===== config.mk =====
export PLATFORM = sky130hd
export DESIGN_NAME = tca_top
export DESIGN_NICKNAME = d
export VERILOG_FILES = /design/src/rtl/tca_pkg.sv /design/src/rtl/tca_timebase.sv /design/src/rtl/tca_unit.sv /design/src/rtl/tca_top.sv
export SDC_FILE = /design/constraint.sdc
export NUM_CORES = 1
export LEC_CHECK = 0
export CORE_MARGIN = 4
export CORE_UTILIZATION = 55
export DETAILED_ROUTE_END_ITERATION = 10
export GPL_TIMING_DRIVEN = 0
export MAX_ROUTING_LAYER = met4
export PLACE_DENSITY_LB_ADDON = 0.3
export SETUP_SLACK_MARGIN = 0.3
export SLEW_MARGIN = 20
export SYNTH_ARGS = -nofsm -noshare
export SYNTH_HDL_FRONTEND = slang
export SYNTH_SLANG_ARGS = --single-unit

===== constraint.sdc =====
create_clock -name clk -period 3.2 [get_ports clk]
set_input_delay 0.48 -clock clk [delete_from_list [all_inputs] [get_ports clk]]
set_output_delay 0.48 -clock clk [all_outputs]
set_load 0.1 [all_outputs]

===== src/rtl/tca_pkg.sv =====
package tca_pkg;
    typedef enum logic [1:0] {
        SRC_DIV2 = 2'd0,
        SRC_DIV4 = 2'd1,
        SRC_T0   = 2'd2,
        SRC_EXT  = 2'd3
    } src_e;

    typedef enum logic [2:0] {
        MD_OFF      = 3'd0,
        MD_CAP_RISE = 3'd1,
        MD_CAP_FALL = 3'd2,
        MD_CAP_BOTH = 3'd3,
        MD_TIMER    = 3'd4,
        MD_TOGGLE   = 3'd5,
        MD_PWM      = 3'd6,
        MD_WDOG     = 3'd7
    } mode_e;

    typedef enum logic [2:0] {
        WR_TB_LO  = 3'd0,
        WR_TB_HI  = 3'd1,
        WR_CMP_LO = 3'd2,
        WR_CMP_HI = 3'd3,
        WR_MODE   = 3'd4
    } wsel_e;
endpackage


===== src/rtl/tca_timebase.sv =====
module tca_timebase
    import tca_pkg::*;
#(
    parameter int CW = 16
) (
    input  logic          clk,
    input  logic          rst_n,
    input  logic          run_en,
    input  logic [1:0]    src_sel,
    input  logic          ext_clk,
    input  logic          t0_tick,
    input  logic          wr_lo,
    input  logic          wr_hi,
    input  logic [7:0]    wr_data,
    input  logic          ovf_clr,
    output logic [CW-1:0] count,
    output logic          step,
    output logic          lo_wrap,
    output logic          ovf_flag
);
    localparam int HW = CW - 8;

    typedef struct packed {
        logic [CW-1:0] count;
        logic [1:0]    pre;
        logic          ext_s1;
        logic          ext_s2;
        logic          ext_prev;
        logic          step;
        logic          lo_wrap;
        logic          ovf;
    } tb_state_t;

    tb_state_t q, d;
    logic      tick;

    always_comb begin
        d          = q;
        d.ext_s1   = ext_clk;
        d.ext_s2   = q.ext_s1;
        d.ext_prev = q.ext_s2;
        unique case (src_e'(src_sel))
            SRC_DIV2: tick = q.pre[0];
            SRC_DIV4: tick = &q.pre;
            SRC_T0:   tick = t0_tick;
            SRC_EXT:  tick = q.ext_s2 & ~q.ext_prev;
            default:  tick = 1'b0;
        endcase
        tick      = tick & run_en;
        d.pre     = run_en ? q.pre + 2'd1 : 2'd0;
        d.step    = 1'b0;
        d.lo_wrap = 1'b0;
        if (tick) begin
            d.count   = q.count + 1'b1;
            d.lo_wrap = &q.count[7:0];
        end
        if (ovf_clr)
            d.ovf = 1'b0;
        if (tick && (&q.count))
            d.ovf = 1'b1;
        if (wr_lo)
            d.count[7:0] = wr_data;
        if (wr_hi)
            d.count[CW-1:8] = HW'(wr_data);
        d.step = tick & ~wr_lo & ~wr_hi;
        if (wr_lo || wr_hi)
            d.lo_wrap = 1'b0;
    end

    always_ff @(posedge clk or negedge rst_n) begin
        if (!rst_n) q <= '0;
        else        q <= d;
    end

    assign count    = q.count;
    assign step     = q.step;
    assign lo_wrap  = q.lo_wrap;
    assign ovf_flag = q.ovf;

    // stopped and unwritten count holds its value
    p_hold_when_stopped_r3: assert property (@(posedge clk) disable iff (!rst_n)
        (!run_en && !wr_lo && !wr_hi) |=> $stable(count));

    // wrap from all-ones sets the overflow flag
    p_wrap_sets_ovf_r4: assert property (@(posedge clk) disable iff (!rst_n)
        (tick && (&count)) |=> ovf_flag);
endmodule


===== src/rtl/tca_unit.sv =====
module tca_unit
    import tca_pkg::*;
#(
    parameter int CW      = 16,
    parameter bit IS_WDOG = 1'b0
) (
    input  logic          clk,
    input  logic          rst_n,
    input  logic [CW-1:0] count,
    input  logic          step,
    input  logic          lo_wrap,
    input  logic          pin_in,
    input  logic          wr_cmp_lo,
    input  logic          wr_cmp_hi,
    input  logic          wr_mode,
    input  logic [7:0]    wr_data,
    input  logic          evt_clr,
    output logic          pin_out,
    output logic          evt_flag,
    output logic          wdt_req,
    output logic [CW-1:0] cmp_val
);
    localparam int HW = CW - 8;

    typedef struct packed {
        mode_e         mode;
        logic [CW-1:0] cmp;
        logic          s1;
        logic          s2;
        logic          prev;
        logic          pin;
        logic          flag;
        logic          wdt;
    } unit_state_t;

    unit_state_t q, d;
    logic        rise, fall, hit, cap;

    always_comb begin
        d      = q;
        d.s1   = pin_in;
        d.s2   = q.s1;
        d.prev = q.s2;
        d.wdt  = 1'b0;
        rise   = q.s2 & ~q.prev;
        fall   = ~q.s2 & q.prev;
        hit    = step && (count == q.cmp);
        cap    = 1'b0;
        if (evt_clr)
            d.flag = 1'b0;
        unique case (q.mode)
            MD_CAP_RISE, MD_CAP_FALL, MD_CAP_BOTH: begin
                cap   = (rise & q.mode[0]) | (fall & q.mode[1]);
                d.pin = 1'b0;
                if (cap) begin
                    d.cmp  = count;
                    d.flag = 1'b1;
                end
            end
            MD_TIMER: begin
                d.pin = 1'b0;
                if (hit) d.flag = 1'b1;
            end
            MD_TOGGLE: begin
                if (hit) begin
                    d.pin  = ~q.pin;
                    d.flag = 1'b1;
                end
            end
            MD_PWM: begin
                d.pin = (count[7:0] < q.cmp[7:0]);
                if (lo_wrap)
                    d.cmp[7:0] = q.cmp[CW-1:CW-8];
            end
            MD_WDOG: begin
                d.pin = 1'b0;
                d.wdt = IS_WDOG && hit;
            end
            default: d.pin = 1'b0;
        endcase
        if (wr_cmp_lo)
            d.cmp[7:0] = wr_data;
        if (wr_cmp_hi)
            d.cmp[CW-1:8] = HW'(wr_data);
        if (wr_mode)
            d.mode = mode_e'(wr_data[2:0]);
    end

    always_ff @(posedge clk or negedge rst_n) begin
        if (!rst_n) q <= '0;
        else        q <= d;
    end

    assign pin_out  = q.pin;
    assign evt_flag = q.flag;
    assign wdt_req  = q.wdt;
    assign cmp_val  = q.cmp;

    // event flag is sticky until its clear strobe
    p_flag_sticky_r12: assert property (@(posedge clk) disable iff (!rst_n)
        (evt_flag && !evt_clr) |=> evt_flag);

    // reset request lasts a single clock
    p_wdt_single_r10: assert property (@(posedge clk) disable iff (!rst_n)
        wdt_req |=> !wdt_req);

    // low byte at or above the compare byte yields a low pin
    p_pwm_low_r8: assert property (@(posedge clk) disable iff (!rst_n)
        (q.mode == MD_PWM && $past(q.mode == MD_PWM) &&
         $past(count[7:0] >= q.cmp[7:0])) |-> !pin_out);
endmodule


===== src/rtl/tca_top.sv =====
module tca_top
    import tca_pkg::*;
#(
    parameter int NUM_MOD = 5,
    parameter int CW      = 16,
    localparam int IW     = $clog2(NUM_MOD)
) (
    input  logic                  clk,
    input  logic                  rst_n,
    input  logic                  run_en,
    input  logic [1:0]            clk_src,
    input  logic                  ext_clk,
    input  logic                  t0_tick,
    input  logic                  wr_en,
    input  logic [2:0]            wr_sel,
    input  logic [IW-1:0]         wr_idx,
    input  logic [7:0]            wr_data,
    input  logic [NUM_MOD-1:0]    evt_clr,
    input  logic                  ovf_clr,
    input  logic [NUM_MOD-1:0]    pin_in,
    output logic [NUM_MOD-1:0]    pin_out,
    output logic [NUM_MOD-1:0]    evt_flag,
    output logic                  ovf_flag,
    output logic                  wdt_rst,
    output logic [CW-1:0]         tb_value,
    output logic [NUM_MOD*CW-1:0] mod_reg
);
    logic [CW-1:0]      count;
    logic               step, lo_wrap;
    logic [NUM_MOD-1:0] wdt_req;
    logic               wr_tb_lo, wr_tb_hi;

    assign wr_tb_lo = wr_en && (wsel_e'(wr_sel) == WR_TB_LO);
    assign wr_tb_hi = wr_en && (wsel_e'(wr_sel) == WR_TB_HI);

    tca_timebase #(.CW(CW)) u_tb (
        .clk      (clk),
        .rst_n    (rst_n),
        .run_en   (run_en),
        .src_sel  (clk_src),
        .ext_clk  (ext_clk),
        .t0_tick  (t0_tick),
        .wr_lo    (wr_tb_lo),
        .wr_hi    (wr_tb_hi),
        .wr_data  (wr_data),
        .ovf_clr  (ovf_clr),
        .count    (count),
        .step     (step),
        .lo_wrap  (lo_wrap),
        .ovf_flag (ovf_flag)
    );

    for (genvar i = 0; i < NUM_MOD; i++) begin : g_unit
        logic sel;
        assign sel = wr_en && (wr_idx == IW'(i));
        tca_unit #(.CW(CW), .IS_WDOG(i == NUM_MOD - 1)) u_unit (
            .clk       (clk),
            .rst_n     (rst_n),
            .count     (count),
            .step      (step),
            .lo_wrap   (lo_wrap),
            .pin_in    (pin_in[i]),
            .wr_cmp_lo (sel && (wsel_e'(wr_sel) == WR_CMP_LO)),
            .wr_cmp_hi (sel && (wsel_e'(wr_sel) == WR_CMP_HI)),
            .wr_mode   (sel && (wsel_e'(wr_sel) == WR_MODE)),
            .wr_data   (wr_data),
            .evt_clr   (evt_clr[i]),
            .pin_out   (pin_out[i]),
            .evt_flag  (evt_flag[i]),
            .wdt_req   (wdt_req[i]),
            .cmp_val   (mod_reg[i*CW +: CW])
        );
    end

    assign wdt_rst  = |wdt_req;
    assign tb_value = count;

    // only the last channel may request a reset
    p_wdt_last_only_r10: assert property (@(posedge clk) disable iff (!rst_n)
        wdt_req[NUM_MOD-2:0] == '0);
endmodule


Yosys cells after proc, flatten, opt, wreduce, memory -nomap -nowiden
Index checks and enable logic that the tools add are counted.
{"block": "totals", "elab_cells": 304, "ff_bits": 145, "output_inout_bits": 108}
{"block": "op_classes", "mux": 70, "n_bitwise": 47, "n_eq_ne": 62, "n_addsub": 2, "reduce_logical": 68, "magnitude_cmp": 5}
{"cell": "$mux W8", "n": 22}
{"cell": "$mux W16", "n": 6}
{"cell": "$eq A16 B16 Y1", "n": 5}
{"cell": "$pmux W8 S2", "n": 5}
{"cell": "$eq A3 B3 Y1 const B", "n": 18}
{"cell": "$eq A3 B2 Y1 const B", "n": 14}
{"cell": "$lt A8 B8 Y1", "n": 5}
{"cell": "$logic_and A1 B1 Y1", "n": 28}
{"cell": "$reduce_bool A2 Y1", "n": 13}
{"cell": "$and A1 B1 Y1", "n": 24}
{"cell": "$eq A3 B1 Y1 const B", "n": 7}
{"cell": "$mux W1", "n": 20}
{"cell": "$not A1 Y1", "n": 18}
{"cell": "$add A16 B1 Y16 const B", "n": 1}
{"cell": "$reduce_and A16 Y1", "n": 1}
{"cell": "$ne A3 B1 Y1 const B", "n": 5}
{"cell": "$ne A3 B2 Y1 const B", "n": 5}
{"cell": "$pmux W1 S3", "n": 5}
{"cell": "$reduce_and A3 Y1", "n": 5}
{"cell": "$reduce_bool A3 Y1", "n": 5}
{"cell": "$reduce_or A3 Y1", "n": 5}
{"cell": "$mux W2", "n": 6}
{"cell": "$reduce_and A2 Y1", "n": 6}
{"cell": "$ne A2 B1 Y1 const B", "n": 5}
{"cell": "10 further kinds", "n": 20}

Depth between registers and ports, before layout
{"block": "logic_depth", "depth_word": 7, "depth_mapped": 7, "ltp_nobuf": 7}

Modules after synthesis
From an unflattened synthesis, not the netlist that was laid out.
{"block": "hier_totals", "cells_unflattened": 1046, "area_unflattened_um2": 9725.6}
{"mod": "tca_unit at g_unit[0].u_unit ...", "area_each_um2": 1607.8, "seq_area_each_um2": 600.6, "cells_per_inst": 172, "instances": 4}
{"mod": "tca_unit at g_unit[4].u_unit", "area_each_um2": 1630.3, "seq_area_each_um2": 625.6, "cells_per_inst": 173, "instances": 1}
{"mod": "tca_timebase", "area_each_um2": 1492.7, "seq_area_each_um2": 600.6, "cells_per_inst": 157, "instances": 1}
{"mod": "tca_top", "area_each_um2": 171.4, "seq_area_each_um2": 0.0, "cells_per_inst": 28, "instances": 1}

Least setup slack after synthesis
No wires, ideal clock.
{"block": "synth_path", "kind": "flip-flop to flip-flop", "from": "reg u_tb.q (netlist bit u_tb.count[0])", "to": "reg g_unit[0].u_unit.q (netlist bit g_unit[0].u_unit.pin_out)", "t_arrival_ns": 1.900, "path_buffers": 0, "setup_slack_ns": 1.181, "synth_period_minus_slack_ns": 2.019, "required_time_ns": 3.081, "path_stages_with_launch": 8, "path_cell_list": "dfrtp_1 > inv_1 > ha_1 > nand4_1 > or4_1 > nor3_1 > a21oi_1 > o21a_1"}
{"block": "synth_between", "elab_chain_cells": 3, "elab_cells_between_ends": 5}
{"item": "from (decl)", "line_no": "tca_timebase.sv:34", "text": "tb_state_t q, d;"}
{"item": "from (signal assigned)", "line_no": "tca_timebase.sv:71", "text": "if (!rst_n) q <= '0;"}
{"item": "from (signal assigned)", "line_no": "tca_timebase.sv:72", "text": "else q <= d;"}
{"item": "parallel branches: the longest is 3 deep, another holds $lt A8 B8 Y1"}
{"item": "to (signal assigned)", "line_no": "tca_unit.sv:90", "text": "if (!rst_n) q <= '0;"}
{"item": "to (signal assigned)", "line_no": "tca_unit.sv:91", "text": "else q <= d;"}
{"item": "to (decl)", "line_no": "tca_unit.sv:36", "text": "unit_state_t q, d;"}
Several ways; the timed one is not identified.
A chain may end at the register's enable or synchronous reset.

Worst setup path after layout
{"block": "layout_path", "from": "reg u_tb.q (netlist bit u_tb.count[11])", "to": "out tb_value[11]"}
{"item": "to (decl)", "line_no": "tca_top.sv:25", "text": "output logic [CW-1:0] tb_value,"}
No word-level cell between the ends.

==> flow_summary.yaml <==
floorplan:
  die_height_microns: 139.5
  fp.coreArea_sq_mm: 0.01676
  initial_core_util_pct: 56.72
  fp-row-count: 47
  dieArea_sq_mm: 0.01945
  ios: 141
  die_x_microns: 139.5
run_status:
  status: "complete, no violations"
route:
  drt_iter0_drc: 623
  drcViolationCount: 0
  dr.pass1.iters: 7
  drt-total-wl_mm: 27.99
  num_vias: 7796
  post_drt_wl_per_cell_microns: 20.47
  ant_nets: 0
  vias_per_cell: 5.703
sta:
  slew_violations: 0
  fin_crit_ns: 2.750
  fin_crit_sh_pct: 85.93
  maxSlewHeadroom_pct: 33.31
  final-setup-viol-count: 0
  worstMarginPinSlew_ns: 0.9973
  fmax_mhz: 363.7
  finalWorstSetupSlack_ns: 0.4501
  rsz0062_at_grt: "no"
  hold_violations: 0
  fin_skew_ns: 0.005798
final_layout:
  utilization_pct: 70.12
  fillers: 1290
  final_cells: 1367
  area_growth_pct: 23.62
  most-common-layout-cells: "144 x dfrtp_1, 132 x clkdlybuf4s50_1, 106 x buf_4, 100 x nand2_1, 93 x mux2i_1"
  antenna_cells: 0
  final_nets: 1209
  final_common_cell: "dfrtp_1"
  drive_above_1_share_pct: 20.92
global_route:
  grt_pass1_vias: 7762
  grt_overflow_total: 0
  grt_max_degree: 74
  antenna_found_initial: 0
  grt_first_pass_wirelength_mm: 42.99
  grt_use_total_pct: 29.65
placement:
  pre_cts_ws_ns: 0.4080
  placed_cells: 1335
  hpwl_mm: 19.13
  routabilityCongestion: 0.9537
  port_buffers: 140
critical_path:
  arrival_ns: 2.27
  critPathKind: "reg -> out"
  required_ns: 2.72
  crit_path_max_fanout: 5
  r2r-start: "u_tb.count[0]"
  cp_slowest_cell: "clkdlybuf4s50_1"
  ff2ff_setup_slack_ns: 0.54
  cp_cell_sequence: "buf_4 > clkdlybuf4s50_1"
  reg2reg_to: "g_unit[0].u_unit.pin_out"
  reg2reg_depth: 7
  cp-end-kind: "output pin"
  cp-start-kind: "register"
  cpPeakStageDelay_ns: 1.12
clock_tree:
  clk_pin_slew_ns: 0.06
  clock_tree.root_cell: "clkbuf_16"
  numCtsBuffers: 17
  cts_hold_buf: 0
  tritoncts: "built"
  cts_buffer_depth: 2
  clock_sink_count: 145
  cts_max_level: 4
  postCtsSetupBuffers: 0
  clock_latency_ns: 0.43
synth:
  syn_area_per_cell_sq_um: 9.760
  yosysWarnings: 0
  netlist_area_sq_mm: 0.009507
  async_flop_share_pct: 100.0
  ys_ff_latch: 145
  yosysSeqAreaShare_pct: 38.17
  ys_types: 49
  syn-num-nets: 1049
  synth_enable_flop_cells: 0
  ys.flop_type: "dfrtp_1"
  synth_cells: 974
run:
  maxCapViolations: 0
hold_path:
  hold_path.class: "in -> async"
==> worst max-delay path: cells and delay by family, from the launching register on <==
kind / cells / cell delay, ns
flops: 1 / 0.54
buf+inv: 2 / 1.29
==> stage by stage <==
step / TNS (ns) / hold slack [ns] / cell area (sq um)
after floorplan: 0 / 0.1844 / 9507
after global placement: -615.86 / 0.3341 / 11180
after detailed placement: 0 / 0.3347 / 11220
after CTS: 0 / 0.03832 / 11760
after global routing: 0 / 0.04764 / 11750
final: 0 / 0.001038 / 11750
==> cell usage after synthesis (all sizes together) (5+ instances only) <==
| cell | n | area share (%) |
|---|---|---|
| nor2 | 21 | 0.83 |
| nand3 | 17 | 0.89 |
| a21oi | 20 | 1.1 |
| mux2 | 61 | 7.2 |
| ha | 42 | 5.5 |
| and4 | 5 | 0.46 |
| buf | 142 | 11 |
| nand3b | 19 | 1.5 |
| nand2 | 100 | 3.9 |
| xor2 | 24 | 2.2 |
| dfrtp | 145 | 38 |
| mux2i | 93 | 9.8 |
| inv | 54 | 2.2 |
| nor3 | 8 | 0.42 |
| and3 | 5 | 0.33 |
| xnor2 | 31 | 2.9 |
| nor2b | 10 | 0.66 |
| o21ai | 86 | 4.5 |
| a211oi | 6 | 0.47 |
| nand4 | 15 | 0.99 |
| a21o | 8 | 0.63 |
| clkbuf | 14 | 0.55 |
| nor4 | 5 | 0.33 |
==> final cells by class <==
class                           instances  area, sq um  share of cell area [%]
Buffer                                156         1060                   9.017
Multi-Input combinational cell        619         4613                   39.25
Sequential cell                       145         3630                   30.88
Tap cell                              220        275.3                   2.342
Clock buffer                           27        523.0                   4.450
Clock inverter                          5        25.02                  0.2129
Timing Repair Buffer                  141         1421                   12.09
Inverter                               54        205.2                   1.746
==> routing by layer <==
metal	up-vias	wire [microns]	track usage, %	share of wire [%]
li1	3561	-	-	-
met1	3746	11340	38.22	41
met2	386	12810	44.73	46
met3	103	2568	6.655	9.2
met4	0	1268	13.80	4.5
met5	-	0	-	0
==> worst max path at each step <==
stage	end	slack, ns	from
2_1_floorplan	g_unit[0].u_unit.pin_out	1.18	u_tb.count[0]
3_3_place_gp	u_tb.d[4]	-4.26	rst_n
3_5_place_dp	g_unit[0].u_unit.pin_out	0.41	u_tb.count[0]
4_1_cts	tb_value[7]	0.29	u_tb.count[7]
5_1_grt	tb_value[1]	0.43	u_tb.count[1]
6_report	tb_value[11]	0.45	u_tb.count[11]
==> cells by family after synthesis <==
| group | share of synthesized area (%) |
|---|---|
| simple gates | 12.16 |
| buf+inv | 13.31 |
| mux | 17.25 |
| flops | 38.17 |
| compound gates | 8.516 |
| xor+xnor | 5.067 |
| fa+ha+maj | 5.528 |
==> repair_timing <==
action	CTS	global route
pin swaps	0	0
endpoints found under the setup margin	7	4
resized for setup	7	3
==> sequential cells by signal, summed over array words and instances, names as in the netlist, 2 cells and up <==
| register | flops |
|---|---|
| g_unit.u_unit.d | 10 |
| u_tb.d | 2 |
| u_tb.q | 3 |
| g_unit.u_unit.cmp_val | 80 |
| u_tb.count | 16 |
| g_unit.u_unit.evt_flag | 5 |
| g_unit.u_unit.q | 20 |
| g_unit.u_unit.pin_out | 5 |
Power is not shown: default switching activity piles up to over one toggle a cycle in this logic, so the estimate is an artifact.
